--- config.mk ---
export PLATFORM = sky130hd
export DESIGN_NAME = recfg_session_engine
export DESIGN_NICKNAME = d
export VERILOG_FILES = /design/src/rtl/recfg_pkg.sv /design/src/rtl/recfg_sess_table.sv /design/src/rtl/recfg_payload_wr.sv /design/src/rtl/recfg_session_engine.sv
export SDC_FILE = /design/constraint.sdc
export NUM_CORES = 1
export LEC_CHECK = 0
export CELL_PAD_IN_SITES_DETAIL_PLACEMENT = 1
export CELL_PAD_IN_SITES_GLOBAL_PLACEMENT = 1
export CORE_UTILIZATION = 48
export CTS_CLUSTER_DIAMETER = 120
export DETAILED_ROUTE_END_ITERATION = 8
export DONT_BUFFER_PORTS = 1
export GPL_ROUTABILITY_DRIVEN = 0
export PLACE_DENSITY_LB_ADDON = 0.1
export SYNTH_ARGS = -nofsm -noshare
export SYNTH_HDL_FRONTEND = slang
export SYNTH_SLANG_ARGS = --single-unit
--- constraint.sdc ---
create_clock -name clk -period 4.8 [get_ports clk]
set_input_delay 0.24 -clock clk [delete_from_list [all_inputs] [get_ports clk]]
set_output_delay 0.24 -clock clk [all_outputs]
set_load 0.01 [all_outputs]
--- src/rtl/recfg_pkg.sv ---
package recfg_pkg;

  // request kinds carried in header byte 0
  localparam logic [7:0] HS_OPEN  = 8'h01;
  localparam logic [7:0] HS_SIZE  = 8'h02;
  localparam logic [7:0] HS_DATA  = 8'h03;
  localparam logic [7:0] HS_START = 8'h04;
  localparam logic [7:0] HS_CLOSE = 8'h05;
  localparam logic [7:0] REPLY_BIT = 8'h80;

  typedef struct packed {
    logic [7:0]  kind;
    logic [7:0]  sid;
    logic [31:0] value;
    logic [15:0] len;
  } xport_hdr_t;

  // byte k of the header sits at bits [8k+7:8k]; multi-byte fields are big-endian
  function automatic xport_hdr_t decode_hdr(input logic [63:0] w);
    xport_hdr_t h;
    h.kind  = w[7:0];
    h.sid   = w[15:8];
    h.value = {w[23:16], w[31:24], w[39:32], w[47:40]};
    h.len   = {w[55:48], w[63:56]};
    return h;
  endfunction

endpackage

--- src/rtl/recfg_sess_table.sv ---
module recfg_sess_table #(
  parameter int NUM_SESS = 2,
  parameter int SZW      = 32
) (
  input  logic           clk,
  input  logic           rst,
  input  logic [7:0]     q_sid,
  input  logic [31:0]    q_ip,
  output logic           q_hit,
  output logic [SZW-1:0] q_size,
  output logic           free_ok,
  output logic [7:0]     free_sid,
  input  logic           alloc_en,
  input  logic           rel_en,
  input  logic           info_en,
  input  logic [SZW-1:0] info_size
);

  logic           live   [NUM_SESS];
  logic [31:0]    owner  [NUM_SESS];
  logic [SZW-1:0] bsize  [NUM_SESS];

  for (genvar g = 0; g < NUM_SESS; g++) begin : g_slot
    logic           v_q;
    logic [31:0]    ip_q;
    logic [SZW-1:0] sz_q;
    logic           is_me;

    assign is_me = (q_sid == 8'(g + 1));

    always_ff @(posedge clk) begin
      if (rst) begin
        v_q  <= 1'b0;
        ip_q <= '0;
        sz_q <= '0;
      end else begin
        if (alloc_en && free_sid == 8'(g + 1)) begin
          v_q  <= 1'b1;
          ip_q <= q_ip;
        end else if (rel_en && is_me) begin
          v_q <= 1'b0;
        end
        if (info_en && is_me) sz_q <= info_size;
      end
    end

    assign live[g]  = v_q;
    assign owner[g] = ip_q;
    assign bsize[g] = sz_q;
  end

  always_comb begin
    q_hit  = 1'b0;
    q_size = '0;
    for (int s = 0; s < NUM_SESS; s++) begin
      if (q_sid == 8'(s + 1)) begin
        q_size = bsize[s];
        if (live[s] && owner[s] == q_ip) q_hit = 1'b1;
      end
    end
  end

  always_comb begin
    free_ok  = 1'b0;
    free_sid = '0;
    for (int s = NUM_SESS - 1; s >= 0; s--) begin
      if (!live[s]) begin
        free_ok  = 1'b1;
        free_sid = 8'(s + 1);
      end
    end
  end


  alloc_has_slot_chk: assert property (@(posedge clk) disable iff (rst)
    alloc_en |-> free_ok);


  release_frees_chk: assert property (@(posedge clk) disable iff (rst)
    rel_en |=> free_ok);


  release_owned_chk: assert property (@(posedge clk) disable iff (rst)
    rel_en |-> q_hit);

endmodule

--- src/rtl/recfg_payload_wr.sv ---
module recfg_payload_wr #(
  parameter int AW   = 16,
  parameter int LENW = 16
) (
  input  logic            clk,
  input  logic            rst,
  input  logic            load,
  input  logic [AW-1:0]   load_base,
  input  logic [LENW-1:0] load_len,
  input  logic            beat,
  input  logic [63:0]     beat_data,
  output logic            buf_we,
  output logic [AW-1:0]   buf_addr,
  output logic [63:0]     buf_wdata,
  output logic [7:0]      buf_be
);

  logic [AW-1:0]   wptr;
  logic [LENW-1:0] left;
  logic [7:0]      mask;

  always_comb begin
    if (left >= LENW'(8)) mask = 8'hFF;
    else                  mask = (8'h01 << left[2:0]) - 8'h01;
  end

  always_ff @(posedge clk) begin
    if (rst) begin
      wptr      <= '0;
      left      <= '0;
      buf_we    <= 1'b0;
      buf_addr  <= '0;
      buf_wdata <= '0;
      buf_be    <= '0;
    end else begin
      buf_we <= 1'b0;
      if (load) begin
        wptr <= load_base;
        left <= load_len;
      end else if (beat && left != '0) begin
        buf_we    <= 1'b1;
        buf_addr  <= wptr;
        buf_wdata <= beat_data;
        buf_be    <= mask;
        wptr      <= wptr + 1'b1;
        left      <= (left > LENW'(8)) ? left - LENW'(8) : '0;
      end
    end
  end


  write_needs_beat_chk: assert property (@(posedge clk) disable iff (rst)
    buf_we |-> $past(beat));


  write_has_bytes_chk: assert property (@(posedge clk) disable iff (rst)
    buf_we |-> buf_be != 8'h00);

endmodule

--- src/rtl/recfg_session_engine.sv ---
module recfg_session_engine
  import recfg_pkg::*;
#(
  parameter int NUM_SESS    = 2,
  parameter int MAX_PAYLOAD = 1464,
  parameter int BUF_WORDS   = 65536,
  localparam int AW         = $clog2(BUF_WORDS)
) (
  input  logic          clk,
  input  logic          rst,
  input  logic          rx_valid,
  input  logic          rx_sop,
  input  logic          rx_eop,
  input  logic [63:0]   rx_data,
  input  logic [31:0]   rx_src_ip,
  output logic          buf_we,
  output logic [AW-1:0] buf_addr,
  output logic [63:0]   buf_wdata,
  output logic [7:0]    buf_be,
  output logic          cfg_start,
  output logic [31:0]   cfg_size,
  input  logic          cfg_done,
  output logic          ack_valid,
  output logic [7:0]    ack_type,
  output logic [7:0]    ack_sid,
  output logic [31:0]   ack_field,
  output logic [31:0]   ack_ip
);

  localparam int WPP      = MAX_PAYLOAD / 8;
  localparam int MAX_PKTS = BUF_WORDS / WPP;

  xport_hdr_t  h;
  logic        hdr_beat, waiting, in_pkt;
  logic        q_hit, free_ok, accept, take, data_ok;
  logic [7:0]  free_sid, rsid_n;
  logic [31:0] q_size, rval_n;
  logic [7:0]  pend_type, pend_sid, start_sid;
  logic [31:0] pend_val, pend_ip, start_ip;
  logic [AW-1:0] wr_base;
  logic [15:0]   wr_len;

  assign h        = decode_hdr(rx_data);
  assign hdr_beat = rx_valid && rx_sop;
  assign data_ok  = q_hit && (h.len <= 16'(MAX_PAYLOAD)) && (h.value < 32'(MAX_PKTS));

  always_comb begin
    accept = 1'b0;
    rsid_n = h.sid;
    rval_n = '0;
    case (h.kind)
      HS_OPEN:  begin accept = free_ok; rsid_n = free_sid; end
      HS_SIZE:  begin accept = q_hit;   rval_n = h.value;  end
      HS_DATA:  begin accept = data_ok; rval_n = h.value;  end
      HS_START: accept = q_hit;
      HS_CLOSE: accept = q_hit;
      default:  accept = 1'b0;
    endcase
    if (waiting) accept = 1'b0;
  end

  assign take = hdr_beat && accept;

  recfg_sess_table #(.NUM_SESS(NUM_SESS), .SZW(32)) u_table (
    .clk       (clk),
    .rst       (rst),
    .q_sid     (h.sid),
    .q_ip      (rx_src_ip),
    .q_hit     (q_hit),
    .q_size    (q_size),
    .free_ok   (free_ok),
    .free_sid  (free_sid),
    .alloc_en  (take && h.kind == HS_OPEN),
    .rel_en    (take && h.kind == HS_CLOSE),
    .info_en   (take && h.kind == HS_SIZE),
    .info_size (h.value)
  );

  assign wr_base = h.value[AW-1:0] * AW'(WPP);
  assign wr_len  = (take && h.kind == HS_DATA) ? h.len : 16'd0;

  recfg_payload_wr #(.AW(AW), .LENW(16)) u_wr (
    .clk       (clk),
    .rst       (rst),
    .load      (hdr_beat),
    .load_base (wr_base),
    .load_len  (wr_len),
    .beat      (rx_valid && !rx_sop && in_pkt),
    .beat_data (rx_data),
    .buf_we    (buf_we),
    .buf_addr  (buf_addr),
    .buf_wdata (buf_wdata),
    .buf_be    (buf_be)
  );

  always_ff @(posedge clk) begin
    if (rst) begin
      waiting   <= 1'b0;
      in_pkt    <= 1'b0;
      pend_type <= '0;
      pend_sid  <= '0;
      pend_val  <= '0;
      pend_ip   <= '0;
      start_sid <= '0;
      start_ip  <= '0;
      cfg_start <= 1'b0;
      cfg_size  <= '0;
      ack_valid <= 1'b0;
      ack_type  <= '0;
      ack_sid   <= '0;
      ack_field <= '0;
      ack_ip    <= '0;
    end else begin
      ack_valid <= 1'b0;
      cfg_start <= 1'b0;
      if (hdr_beat) begin
        in_pkt    <= take && !rx_eop && h.kind != HS_START;
        pend_type <= h.kind | REPLY_BIT;
        pend_sid  <= rsid_n;
        pend_val  <= rval_n;
        pend_ip   <= rx_src_ip;
        if (take && rx_eop && h.kind != HS_START) begin
          ack_valid <= 1'b1;
          ack_type  <= h.kind | REPLY_BIT;
          ack_sid   <= rsid_n;
          ack_field <= rval_n;
          ack_ip    <= rx_src_ip;
        end
        if (take && h.kind == HS_START) begin
          cfg_start <= 1'b1;
          cfg_size  <= q_size;
          waiting   <= 1'b1;
          start_sid <= h.sid;
          start_ip  <= rx_src_ip;
        end
      end else if (rx_valid && rx_eop && in_pkt) begin
        in_pkt    <= 1'b0;
        ack_valid <= 1'b1;
        ack_type  <= pend_type;
        ack_sid   <= pend_sid;
        ack_field <= pend_val;
        ack_ip    <= pend_ip;
      end
      if (waiting && cfg_done) begin
        waiting   <= 1'b0;
        ack_valid <= 1'b1;
        ack_type  <= HS_START | REPLY_BIT;
        ack_sid   <= start_sid;
        ack_field <= '0;
        ack_ip    <= start_ip;
      end
    end
  end


  ack_has_cause_chk: assert property (@(posedge clk) disable iff (rst)
    ack_valid |-> $past(rx_valid && rx_eop) || $past(cfg_done));


  start_one_cycle_chk: assert property (@(posedge clk) disable iff (rst)
    cfg_start |=> !cfg_start);


  start_ack_after_done_chk: assert property (@(posedge clk) disable iff (rst)
    (ack_valid && ack_type == (HS_START | REPLY_BIT)) |-> $past(cfg_done));


  open_ack_sid_chk: assert property (@(posedge clk) disable iff (rst)
    (ack_valid && ack_type == (HS_OPEN | REPLY_BIT)) |-> (ack_sid != 8'd0 && ack_sid <= 8'(NUM_SESS)));


  write_after_payload_chk: assert property (@(posedge clk) disable iff (rst)
    buf_we |-> $past(rx_valid && !rx_sop));

endmodule

Word-level counts from Yosys, hierarchy flattened
Cells that the tools add are included.

word-level totals
  register bits after elaboration = 487
  output and inout port bits = 203
  input port bits = 102
  logic and storage cells = 144

cells by class
  add/subtract/negate cells = 3
  reductions and logical operators = 44
  equal/unequal tests = 14
  bitwise logic cells = 1
  multipliers = 1
  multiplexer cells = 48
  $lt $le $gt $ge = 4
  shifts and indexed selects = 1

operator list
  cell                     number
  $mux W32                 10
  $mux W16                 6
  $mux W8                  10
  $eq A32 B32 Y1           2
  $lt A32 B9 Y1 const B    1
  $logic_and A1 B1 Y1      27
  $eq A8 B2 Y1 const B     3
  $mux W1                  19
  $add A16 B1 Y16 const B  1
  $eq A8 B1 Y1 const B     2
  $eq A8 B3 Y1 const B     2
  $ge A16 B4 Y1 const B    1
  $gt A16 B4 Y1 const B    1
  $le A16 B11 Y1 const B   1
  $mul A16 B8 Y16 const B  1
  $reduce_bool A16 Y1      1
  $sub A16 B4 Y16 const B  1
  $ne A8 B3 Y1 const B     1
  $reduce_and A2 Y1        4
  $reduce_bool A2 Y1       4
  $reduce_or A2 Y1         4
  $shl A1 B3 Y8 const A    1
  $sub A8 B1 Y8 const B    1
  $mux W2                  2
  9 further kinds          10

Depth between registers and ports, before layout
Gate-level depths: netlist (run 1).

  depth in word-level cells = 16
  depth in mapped cells = 17
  mapped depth without buffers = 17

By module
From an unflattened synthesis (run 1), not the netlist that was laid out.

unflattened totals
  cells, all modules = 2636
  area, all modules = 21943.5 sq um

modules (own cells, without submodules)
  module                times used  area an instance (sq um)  cells an instance  seq. area each (sq um)
  recfg_session_engine  1           11313.4                   1300               4724.5
  recfg_sess_table      1           5572.8                    711                2602.5
  recfg_payload_wr      1           5057.4                    625                2422.3

Worst setup path after synthesis (run 1)
Ideal clock, no wire load.

  path kind = input to register
  from = input port rx_data[41]
  to = register u_wr.wptr[15]
  slack = 1.123 ns
  arrival = 3.591 ns
  cell stages on the path = 13
  data required time = 4.714 ns
  path through = ha_1 -> inv_1 -> fa_1 -> fa_1 -> inv_1 -> fa_1 -> ha_1 -> or3_1 -> o21ai_0 -> a211oi_1 -> o31ai_1 -> xnor2_1 -> a211oi_1

between the ends
  cells in the longest elaborated chain, start to end = 2

ends and longest elaborated chain
  element               RTL line                    RTL
  start, declared       recfg_session_engine.sv:14  input logic [63:0] rx_data,
  $mul A16 B8 Y16       recfg_session_engine.sv:79  assign wr_base = h.value[AW-1:0] * AW'(WPP);
  $mux W16              recfg_payload_wr.sv:37      if (load) begin
  end signal, assigned  recfg_payload_wr.sv:38      wptr <= load_base;
  end signal, assigned  recfg_payload_wr.sv:45      wptr <= wptr + 1'b1;
  end, declared         recfg_payload_wr.sv:18      logic [AW-1:0] wptr;

No other way between the ends.
A chain may end at the register's enable or synchronous reset.

Final worst setup path (run 1)
  from = register u_table.g_slot[0].ip_q[4]
  to = register ack_type[7]

between the ends
  cells in the longest elaborated chain, start to end = 15

ends and longest elaborated chain
  element                                 RTL line                     RTL
  start, declared                         recfg_sess_table.sv:25       logic [31:0] ip_q;
  start signal, assigned                  recfg_sess_table.sv:39       ip_q <= q_ip;
  $eq A32 B32 Y1 (*)                      recfg_sess_table.sv:58       if (live[s] && owner[s] == q_ip) q_hit = 1'b1;
  $logic_and A1 B1 Y1 (*)                 recfg_sess_table.sv:58
  $mux W1 (*)                             recfg_sess_table.sv:58
  $mux W1 (*)                             recfg_sess_table.sv:56       if (q_sid == 8'(s + 1)) begin
  $mux W1                                 recfg_sess_table.sv:58
  $mux W1 (*)                             recfg_sess_table.sv:56
  $logic_and A1 B1 Y1 (2 in series)       recfg_session_engine.sv:45   assign data_ok = q_hit && (h.len <= 16'(MAX_PAYLOAD)) && (h.value < 32'(MAX_PKTS));
  $pmux W1 S3 (*)                         recfg_session_engine.sv:51   case (h.kind)
  $mux W1 (*)                             recfg_session_engine.sv:59   if (waiting) accept = 1'b0;
  $logic_and A1 B1 Y1 (*)                 recfg_session_engine.sv:62   assign take = hdr_beat && accept;
  $logic_and A1 B1 Y1 (*) (2 in series)   recfg_session_engine.sv:122  if (take && rx_eop && h.kind != HS_START) begin
  $ne A3 B1 Y1 (no source line) (*)       --
  $reduce_and A2 Y1 (no source line) (*)  --
  end signal, assigned                    recfg_session_engine.sv:124  ack_type <= h.kind | REPLY_BIT;
  end signal, assigned                    recfg_session_engine.sv:139  ack_type <= pend_type;
  end signal, assigned                    recfg_session_engine.sv:147  ack_type <= HS_START | REPLY_BIT;
  end, declared                           recfg_session_engine.sv:24   output logic [7:0] ack_type,

Every way passes the cells marked *; elsewhere a longest branch is shown, timed or not.

==> metrics, run 1 <==
DRC viols=0; vias in the first global route=20,730; hold_sp=cfg_done; share of cells above drive strength 1=5.154%; Comb pwr share=16.1%; clock share of power=about two fifths; DIE HEIGHT=215.9 um; Total Wirelength=81,410 um; DR vias=19,710; cell family with most CP delay=simple AND/OR/NAND/NOR gates; final hold slack=48.94 ps; Avg Cell Area, Syn=around 8.7 um2; CTS sink cnt=487; post-cts sizing count=0; Num CTS Buffers=between 50 and 60; commonest non-fill, non-tap cell in the layout=dfxtp_1; die area=46,630 um2; grt total ovfl=0; Pre-antenna DRT Iters=5; cells along the critical path=xnor2_1 > nand4_1 > or4_1 > or4_1 > a211o_1 > nand2_2 > a311oi_1 > dlygate4sd3_1; CORE AREA=45,280 um2; area grow syn2layout=21.12%; syn_nets=2,695; setup TNS=0 ps; most frequent CP cell=or4_1; R2R cell count=8; Worst EP arrival=~4700 ps; Starting Density=48.51%; Sequential Power Share=a little over two fifths; PortBufs=0; Switching Fraction=~28%; Crit Path Max Fanout=41; Yosys cell types=63; max frequency=238.1 MHz; Synth Area in XOR/XNOR=approximately 4.1%; IO Pins=305; antenna diode count=0; mux contribution to synthesized area=6.334%; worst vdd ir=0.0003026 V; Post-DRT Antenna Nets=0; CP peak stage delay=780 ps; clk slew on worst S/H paths=about 60 ps; Layout Utilization=between 50 and 60%; Slew Limit Fails=0; simple-gate area share of the yosys netlist=20.53%; worst endpoint required time=~5300 ps; setup slack, reg-to-reg=approximately 600 ps; final cycle utilization of the critical path=87.49%; leak pwr=9.955 nW; GRT Total Usage=roughly 34%; Hold Path Depth=2; NetSw=0.002736 W; Yosys Warn Count=0; first-pass GRT wire length=124,100 um; pin count of the biggest net entering global routing=290; CTS H-tree lvls=2; reg2reg end=ack_type[7]; Synth Cell Area=21,970 um2; kind of critical path=flip-flop to flip-flop; hpwl dp=46,270 um; Die Wd=between 200 and 250 um; P_int=between 0.007 and 0.008 W; worst min path class=input port to flip-flop; Worst-Margin Slew=1382 ps; Period minus WS final=4200 ps; Crit-path slowest cell=or4_1; reg2reg start=u_table.g_slot[0].ip_q[4]; CTS tree=yes; fin nets=2,837; site row count=78; fillers=5,159; synthesis-stage register bit count=487; RSZ-0062 raised after global routing=false; main combinational cell family by area after synthesis=simple AND/OR/NAND/NOR gates; adder-cell share of the synthesized area=approximately 5.8%; outcome=completed; CTS max path bufs=3; top_reg_cell synth=dfxtp_1; Vias/cell=about 6; Slew HR=7.847%; most frequent cells in the layout=dfxtp_1 (487), nand2_1 (319), dlygate4sd3_1 (281); Worst Path Buf+Inv=1; Post-CTS Setup Inserts=0; post-synthesis compound-gate area fraction=13.36%; Final Hold Fails=0; initial antenna violation count=3; count of final setup violators=0; drt initial violations=1,396; clock skew=30.24 ps; FFs w/ async S/R, synth=0%; Cells after Synth=roughly 2,500; hold_buf cts=282; critical path endpoint category=flip-flop; Clock Tree Root=clkbuf_16; max-cap violations=0; Worst setup SP type=flip-flop; EDFF count, synth=0; sequential area share after synthesis=44.38%; DR WL/cell=24.69 um; PwrDens=roughly 370 nW/um2; sink of the worst hold path=ack_type[2]; clk_lat worst skew=640 ps
-- flip-flops by register name, indices dropped and copies added (netlist names), 8 cells and up --
name	flops
cfg_size	32
ack_ip	32
u_wr.buf_wdata	64
start_ip	32
pend_sid	8
ack_type	8
ack_field	32
ack_sid	8
u_wr.buf_be	8
start_sid	8
u_wr.left	16
pend_ip	32
pend_val	32
u_wr.buf_addr	16
pend_type	8
u_wr.wptr	16
u_table.g_slot.sz_q	64
u_table.g_slot.ip_q	64
-- power by group through the flow --
stage               combinational (W)  clock [W]  sequential, W
floorplan                     0.00112          0        0.00422
global placement              0.00131          0        0.00423
detailed placement            0.00138          0        0.00423
CTS                           0.00156    0.00409        0.00414
global route                  0.00174    0.00426        0.00415
finish                        0.00157    0.00406        0.00414
-- per-layer routing --
metal / vias up / part of all wire [%] / wire, um / GRT usage [%]
met5: - / 0.016 / 13 / 0
met1: 9903 / 43 / 35020 / 43.89
met4: 2 / 3.6 / 2947 / 12.35
met2: 654 / 46 / 37670 / 55.67
met3: 188 / 7.1 / 5765 / 8.499
li1: 8966 / - / - / -
-- cells by family after synthesis --
kind of cell / Yosys count
mux: 139
simple gates: 962
buf+inv: 292
flops: 487
xor+xnor: 95
fa+ha+maj: 78
compound gates: 462
-- through the flow --
stage	setup WS [ps]	instances	area, um2	power (W)
final	600.3	3297	26610	0.009779
after global routing	428.0	3297	26610	0.01015
after CTS	677.8	3297	26610	0.009798
after detailed placement	865.0	2920	22080	0.005610
after global placement	989.4	2920	22080	0.005543
after floorplan	1123	2515	21970	0.005335
-- final cells by class --
| class | instances | area [um2] | share of cell area, % |
|---|---|---|---|
| multi-input cells | 1736 | 11120 | 41.80 |
| clock buffers | 79 | 1524 | 5.728 |
| well taps | 600 | 750.7 | 2.822 |
| clock inverters | 16 | 162.7 | 0.6113 |
| flip-flops and latches | 487 | 9749 | 36.64 |
| repair buffers | 307 | 3028 | 11.38 |
| inverters | 72 | 270.3 | 1.016 |
-- worst max path at each step --
stage / depth (start not counted) / slack, ps / from / endpoint
after floorplan: 13 / 1120 / rx_data[41] / u_wr.wptr[15]
after global placement: 13 / 990 / rx_data[44] / u_wr.wptr[15]
after detailed placement: 13 / 870 / rx_data[41] / u_wr.wptr[15]
after CTS: 9 / 680 / u_table.g_slot[0].ip_q[4] / u_table.g_slot[0].sz_q[7]
after global routing: 8 / 430 / u_table.g_slot[1].ip_q[26] / ack_type[7]
final: 8 / 600 / u_table.g_slot[0].ip_q[4] / ack_type[7]
-- synthesized netlist by cell type, drive strengths merged, types with 4 or more instances --
library cell	count	area [um2]
nor3b	44	330.3
xnor2	73	699.4
a311oi	5	43.79
nand2	321	1205
clkbuf	174	653.1
nand4	35	219.0
a31oi	10	62.56
fa	39	780.8
a21oi	223	1116
dfxtp	487	9749
a22oi	36	270.3
or2	5	31.28
xor2	22	192.7
o311ai	39	341.6
nor2	280	1051
and2	12	75.07
nor4	19	131.4
or3	4	25.02
nor2b	5	31.28
buf	46	297.8
ha	39	488.0
and3	46	287.8
or4	5	37.54
o21ai	29	145.1
o21bai	5	37.54
nand2b	9	56.30
a211oi	91	693.2
nand3b	44	330.3
mux2i	139	1391
inv	72	270.3
nand3	55	275.3
nor3	70	350.3
-- worst reg2reg max path: cells and delay by family (launching register included) --
kind | cells | cell delay [ps]
AND/OR/NAND/NOR | 4 | 2160
AO/OA/AOI/OAI | 2 | 660
buffers and inverters | 1 | 610
XOR/XNOR | 1 | 350
flip-flops | 1 | 320
Power figures use the tool's default switching activity.
==> run 2, diff against run 1 <==
CORE_MARGIN = 2   (was not set)
SYNTH_HIERARCHICAL = 1   (was not set)
==> run 2 against run 1 <==
The run now ends with max-slew violations left. Wire length rose by 3.9%. Sequential power barely moved. Core utilization rose by 0.36 points. Non-clock buffer count rose by 6. Sequential share of layout area fell by 0.22 points. Largest cell class unchanged.
==> metrics, run 2 <==
worst min path class=input port to flip-flop (unchanged); Pre-antenna DRT Iters=5 (unchanged); DIE HEIGHT=217.8 um (was 215.9 um); Worst-Margin Slew=1866 ps (was 1382 ps); IO Pins=305 (unchanged); die area=47,440 um2 (was 46,630 um2); combined area of the multi-input logic cells=11,000 um2 (was 11,120 um2); Yosys top cell by area=dfxtp_1 (unchanged); share of cells above drive strength 1=5.460% (was 5.154%); setup TNS=0 ps (unchanged); Period minus WS final=4625 ps (was 4200 ps); CTS sink cnt=487 (unchanged); fin area=26,770 um2 (was 26,610 um2); Worst setup SP type=flip-flop (unchanged); Slew HR=-24.42% (was 7.847%); most area-consuming cells after synthesis=dfxtp_1 (44%), nand2_1 (9.4%), a21oi_1 (7.5%) (was dfxtp_1 (44%), mux2i_1 (6.3%), nand2_1 (5.5%)); max-cap violations=0 (unchanged); commonest cells in the netlist=nand2_1 (552), dfxtp_1 (487), a21oi_1 (329) (was dfxtp_1 (487), nand2_1 (321), nor2_1 (280)); Cells after Synth=2,636 (was 2,515); worst endpoint required time=5290 ps (was 5320 ps); Avg Cell Area, Syn=8.325 um2 (was 8.735 um2); Vias/cell=6.013 (was 5.979); hpwl dp=46,560 um (was 46,270 um); site row count=78 (unchanged); grt total ovfl=0 (unchanged); RSZ-0062 raised after global routing=false (unchanged); commonest non-fill, non-tap cell in the layout=nand2_1 (was dfxtp_1); pin count of the biggest net entering global routing=288 (was 290); outcome=finished with violations (was completed); drt initial violations=1,203 (was 1,396); initial antenna violation count=4 (was 3); DRC viols=0 (unchanged); Slew Limit Fails=171 (was 0); largest registers=u_table/g_slot.ip_q x64, u_table/g_slot.sz_q x64, u_wr/buf_wdata x64 (was u_table.g_slot.ip_q x64, u_table.g_slot.sz_q x64, u_wr.buf_wdata x64); EDFF count, synth=0 (unchanged); Post-CTS Setup Inserts=0 (unchanged); CTS max path bufs=3 (unchanged); count of final setup violators=0 (unchanged); vias in the first global route=22,470 (was 20,730); GRT Total Usage=35.23% (was 34.21%); FFs w/ async S/R, synth=0% (unchanged); Num CTS Buffers=53 (unchanged); first-pass GRT wire length=130,700 um (was 124,100 um); DR vias=20,690 (was 19,710); leak pwr=9.864 nW (was 9.955 nW); Final Hold Fails=0 (unchanged); top-count cell post-synth=nand2_1 (was dfxtp_1); Synth Cell Area=21,940 um2 (was 21,970 um2); CTS tree=yes (unchanged); Post-DP Area=22,120 um2 (was 22,080 um2); final cycle utilization of the critical path=96.36% (was 87.49%); Starting Density=48.46% (was 48.51%); CORE AREA=45,280 um2 (unchanged); Total Wirelength=84,560 um (was 81,410 um); top cell type's share of synthesized area=44.43% (was 44.38%); most frequent cells in the layout=nand2_1 (550), dfxtp_1 (487), a21oi_1 (329) (was dfxtp_1 (487), nand2_1 (319), dlygate4sd3_1 (281)); clk_lat worst skew=620 ps (was 640 ps); Yosys Warn Count=6 (was 0); area grow syn2layout=22.00% (was 21.12%); setup slack, reg-to-reg=170 ps (was 600 ps); PortBufs=0 (unchanged); Crit Path Max Fanout=73 (was 41); Die Wd=217.8 um (was 215.9 um); DR WL/cell=24.58 um (was 24.69 um); kind of critical path=flip-flop to flip-flop (unchanged); clk slew on worst S/H paths=60 ps (about the same); top_reg_cell synth=dfxtp_1 (unchanged); FF+latch area=9749 um2 (unchanged); critical path endpoint category=flip-flop (unchanged); synthesis-stage register bit count=487 (unchanged); CTS H-tree lvls=2 (unchanged); Clock Tree Root=clkbuf_16 (unchanged); Tot Pwr=0.009832 W (was 0.009779 W); clock skew=32.80 ps (was 30.24 ps); fin nets=2,982 (was 2,837); worst vdd ir=0.0002673 V (was 0.0003026 V); sequential area share after synthesis=44.43% (was 44.38%); max frequency=216.2 MHz (was 238.1 MHz); Yosys cell types=73 (was 63); Layout Utilization=59.12% (was 58.76%); failing checks=max-slew violations; fillers=5,232 (was 5,159); Post-DRT Antenna Nets=0 (unchanged); PwrDens=367.3 nW/um2 (was 367.5 nW/um2); Worst EP arrival=5120 ps (was 4720 ps)
[run 2: cells by family after synthesis]
kind of cell,after synthesis,synth area share (%)
mux,25,1.146
compound gates,657,18.52
fa+ha+maj,78,5.782
xor+xnor,96,3.832
other cells,2,0.03422
flops,487,44.43
buf+inv,312,6.118
simple gates,979,20.14
[run 2: timing repair]
| action | in CTS | in global routing |
|---|---|---|
| endpoints found under the hold margin | 476 | 0 |
| endpoints found under the setup margin | 0 | 68 |
| hold buffers | 284 | 0 |
| resized for setup | 0 | 6 |
[run 2: layer usage]
| metal | track usage [%] | vias to the layer above | wire length (um) |
|---|---|---|---|
| met3 | 7.155 | 248 | 5190 |
| met2 | 62.10 | 700 | 42240 |
| li1 | - | 9354 | - |
| met1 | 40.35 | 10380 | 32740 |
| met5 | 0 | - | 0 |
| met4 | 18.00 | 0 | 4393 |
[run 2: through the flow]
step	std cells	setup slack [ps]	hold WS, ps
global route	3440	26.28	89.54
finish	3440	174.9	71.74
CTS	3439	32.25	28.46
detailed placement	3063	387.5	344.4
floorplan	2645	466.9	376.0
global placement	3063	549.2	344.4
[run 2: worst paths after layout]
check / end / startpoint / cells past startpoint
max: start_ip[11] / u_table/g_slot[0].ip_q[9] / 13
min: pend_sid[7] / rx_data[15] / 3
max reg2reg: start_ip[11] / u_table/g_slot[0].ip_q[9] / 13
min reg2reg: u_table/g_slot[1].sz_q[19] / u_table/g_slot[1].sz_q[19] / 2
[run 2: worst max-delay path: stages (launching register included)]
cell and delay [ps]:
dfxtp_1 350, xnor2_1 280, nand4_1 240, nor4_4 460, nand4_1 170, o22ai_2 270
or4b_1 490, nor4b_2 340, nand2_1 180, o31a_2 380, buf_6 300, o21ai_0 330
a21oi_1 120, dlygate4sd3_1 580
[run 2: where the power goes]
part | internal (W) | switching, W
Combinational | 0.000649 | 0.000904
Clock | 0.00243 | 0.00172
Sequential | 0.00409 | 0.0000379
Total | 0.00717 | 0.00266
[run 2: layout make-up]
class	count	share of cell area [%]
Inverter	101	1.416
Clock inverter	10	0.4160
Sequential cell	487	36.42
Antenna cell	1	0.009348
Timing Repair Buffer	313	11.75
Clock buffer	82	6.109
Multi-Input combinational cell	1846	41.08
Tap cell	600	2.804
==> run 3, diff against run 2 <==
--- a/config.mk
+++ b/config.mk
@@ -15,2 +15,3 @@
 export GPL_ROUTABILITY_DRIVEN = 0
+export HOLD_SLACK_MARGIN = 0.12
 export PLACE_DENSITY_LB_ADDON = 0.1
==> constraint.sdc (replaced) <==
create_clock -name clk -period 4.8 [get_ports clk]
set_input_delay 0.72 -clock clk [delete_from_list [all_inputs] [get_ports clk]]
set_output_delay 0.72 -clock clk [all_outputs]
set_load 0.01 [all_outputs]
==> run 3 against run 2 <==
The flow still finishes with violations (max-slew violations). Register-to-register slack improved by 340 ps. Clock power barely moved. Sequential power barely moved. Combinational power fell by 12%. Hold slack improved by 130 ps. Maximum frequency rose by 8.0%. Critical endpoint is now u_table/g_slot[0].sz_q[23].
==> metrics, run 3 (synthesis gave the netlist of run 2 again) <==
outcome=finished with violations (unchanged); failing checks=max-slew violations (unchanged); clock skew=16.77 ps (was 32.80 ps); first-pass GRT wire length=111,200 um (was 130,700 um); worst slack, placed=-18.51 ps (was 387.5 ps); worst vdd ir=0.0002691 V (was 0.0002673 V); die area=47,440 um2 (unchanged); setup slack, reg-to-reg=520 ps (was 170 ps); DRC viols=0 (unchanged); P_int=0.007132 W (was 0.007168 W); initial antenna violation count=2 (was 4); CTS max path bufs=3 (unchanged); Post-CTS Setup Inserts=0 (unchanged); max-cap violations=0 (unchanged); Period minus WS final=4283 ps (was 4625 ps); leak pwr=8.254 nW (was 9.864 nW); Slew HR=-30.08% (was -24.42%); DIE HEIGHT=217.8 um (unchanged); R2R cell count=14 (was 13); NetSw=0.002513 W (was 0.002664 W); Sequential Power Share=42.8% (was 42.0%); hpwl dp=47,070 um (was 46,560 um); clk slew on worst S/H paths=60 ps (about the same); CORE AREA=45,280 um2 (unchanged); CP endpoint=u_table/g_slot[0].sz_q[23] (was start_ip[11]); CP peak stage delay=580 ps (about the same); DR WL/cell=22.73 um (was 24.58 um); fin nets=2,709 (was 2,982); grt total ovfl=0 (unchanged); Clock Tree Root=clkbuf_16 (unchanged); pin count of the biggest net entering global routing=479 (was 288); PortBufs=0 (unchanged); Slew Limit Fails=244 (was 171); Worst setup SP type=input port (was flip-flop); worst setup path startpoint=rx_data[13] (was u_table/g_slot[0].ip_q[9]); Pre-antenna DRT Iters=5 (unchanged); RSZ-0062 raised after global routing=false (unchanged); clk_lat worst skew=600 ps (was 620 ps); antenna diode count=0 (was 1); Crit Path Max Fanout=9 (was 73); PwrDens=400.6 nW/um2 (was 367.3 nW/um2); Total Wirelength=72,070 um (was 84,560 um); final std cells w/o fill=3,170 (was 3,440); setup TNS=0 ps (unchanged); post-cts sizing count=0 (unchanged); Worst-Margin Slew=1951 ps (was 1866 ps); critical path endpoint category=flip-flop (unchanged); Vias/cell=5.927 (was 6.013); Num CTS Buffers=52 (was 53); CTS tree=yes (unchanged); drt initial violations=1,167 (was 1,203); hold_buf cts=0 (was 284); final cycle utilization of the critical path=89.23% (was 96.36%); worst min path class=input port to flip-flop (unchanged); count of final setup violators=0 (unchanged); kind of critical path=input port to flip-flop (was flip-flop to flip-flop); area grow syn2layout=9.716% (was 22.00%); worst endpoint required time=5260 ps (was 5290 ps); most frequent cells in the layout=nand2_1 (550), dfxtp_1 (487), a21oi_1 (329) (unchanged); setup ws final=516.8 ps (was 174.9 ps); GRT Total Usage=29.73% (was 35.23%); site row count=78 (unchanged); Crit-path slowest cell=or4_4 (was dlygate4sd3_1); share of cells above drive strength 1=6.304% (was 5.460%); Switching Fraction=26.06% (was 27.10%); WP depth=14 (was 13); reg2reg start=u_table/g_slot[0].ip_q[22] (was u_table/g_slot[0].ip_q[9]); vias in the first global route=19,440 (was 22,470); Post-DRT Antenna Nets=0 (unchanged); Die Wd=217.8 um (unchanged); cell family with most CP delay=simple AND/OR/NAND/NOR gates (unchanged); CTS sink cnt=487 (unchanged); largest registers=u_table/g_slot.ip_q x64, u_table/g_slot.sz_q x64, u_wr/buf_wdata x64 (unchanged); most frequent CP cell=nand2_1 (was nand4_1); cells along the critical path=or4_4 > nor4_4 > nand3_1 > or4_1 > o22ai_1 > or4b_1 > nor4b_2 > nand2_1 > o31a_2 > nor3_2 > and2_1 > buf_4 > nand2_1 > a21oi_1 (was xnor2_1 > nand4_1 > nor4_4 > nand4_1 > o22ai_2 > or4b_1 > nor4b_2 > nand2_1 > o31a_2 > buf_6 > o21ai_0 > a21oi_1 > dlygate4sd3_1); clock share of power=43.1% (was 42.3%); placed insts=3,075 (was 3,063); DR vias=18,790 (was 20,690); Worst EP arrival=4740 ps (was 5120 ps); max frequency=233.5 MHz (was 216.2 MHz); IO Pins=305 (unchanged); Worst Path Buf+Inv=1 (was 2); Final Hold Fails=0 (unchanged); reg2reg end=u_table/g_slot[0].sz_q[23] (was start_ip[11]); Comb pwr share=14.1% (was 15.8%); commonest non-fill, non-tap cell in the layout=nand2_1 (unchanged); Starting Density=48.46% (unchanged); CTS H-tree lvls=2 (unchanged)
==> run 3: power by group through the flow <==
stage                     clock network (W)  logic [W]  registers (W)
after floorplan                           0    0.00104        0.00420
after global placement                    0    0.00131        0.00421
after detailed placement                  0    0.00135        0.00421
after CTS                           0.00423    0.00137        0.00412
after global routing                0.00440    0.00149        0.00413
final                               0.00416    0.00136        0.00412
==> run 3: layout make-up <==
type / count / area (um2)
clock buffers: 84 / 1623
well taps: 600 / 750.7
inverters: 101 / 379.1
repair buffers: 41 / 470.5
fillers: 5318 / 21210
flip-flops and latches: 487 / 9749
multi-input cells: 1846 / 10970
clock inverters: 11 / 133.9
==> run 3: per-layer routing <==
layer | track usage [%] | vias up | share of wire (%) | wire (um)
met5 | 0 | - | 0 | 0
met4 | 10.68 | 0 | 3.6 | 2567
met3 | 6.904 | 133 | 5.9 | 4238
met2 | 52.34 | 442 | 50 | 36040
met1 | 35.32 | 9416 | 41 | 29220
li1 | - | 8798 | - | -
==> run 3: through the flow <==
| stage | util [%] | area [um2] | hold slack [ps] | power [W] |
|---|---|---|---|---|
| after floorplan | - | 21980 | 426.8 | 0.005243 |
| after global placement | 49.29 | 22320 | 437.9 | 0.005517 |
| after detailed placement | 49.29 | 22320 | 447.4 | 0.005558 |
| after CTS | 53.17 | 24080 | 192.9 | 0.009716 |
| after global routing | 53.17 | 24080 | 187.4 | 0.01002 |
| final | 53.17 | 24080 | 198.7 | 0.009645 |
==> run 3: worst min-delay path by stage <==
stage / startpoint / endpoint / slack [ps] / cells past startpoint
6_report: rst / pend_ip[18] / 200 / 1
5_1_grt: rst / pend_ip[18] / 190 / 1
4_1_cts: rst / pend_ip[18] / 190 / 1
3_5_place_dp: u_table/g_slot[1].sz_q[13] / u_table/g_slot[1].sz_q[13] / 450 / 2
3_3_place_gp: u_table/g_slot[1].sz_q[28] / u_table/g_slot[1].sz_q[28] / 440 / 2
2_1_floorplan: pend_type[7] / pend_type[7] / 430 / 2
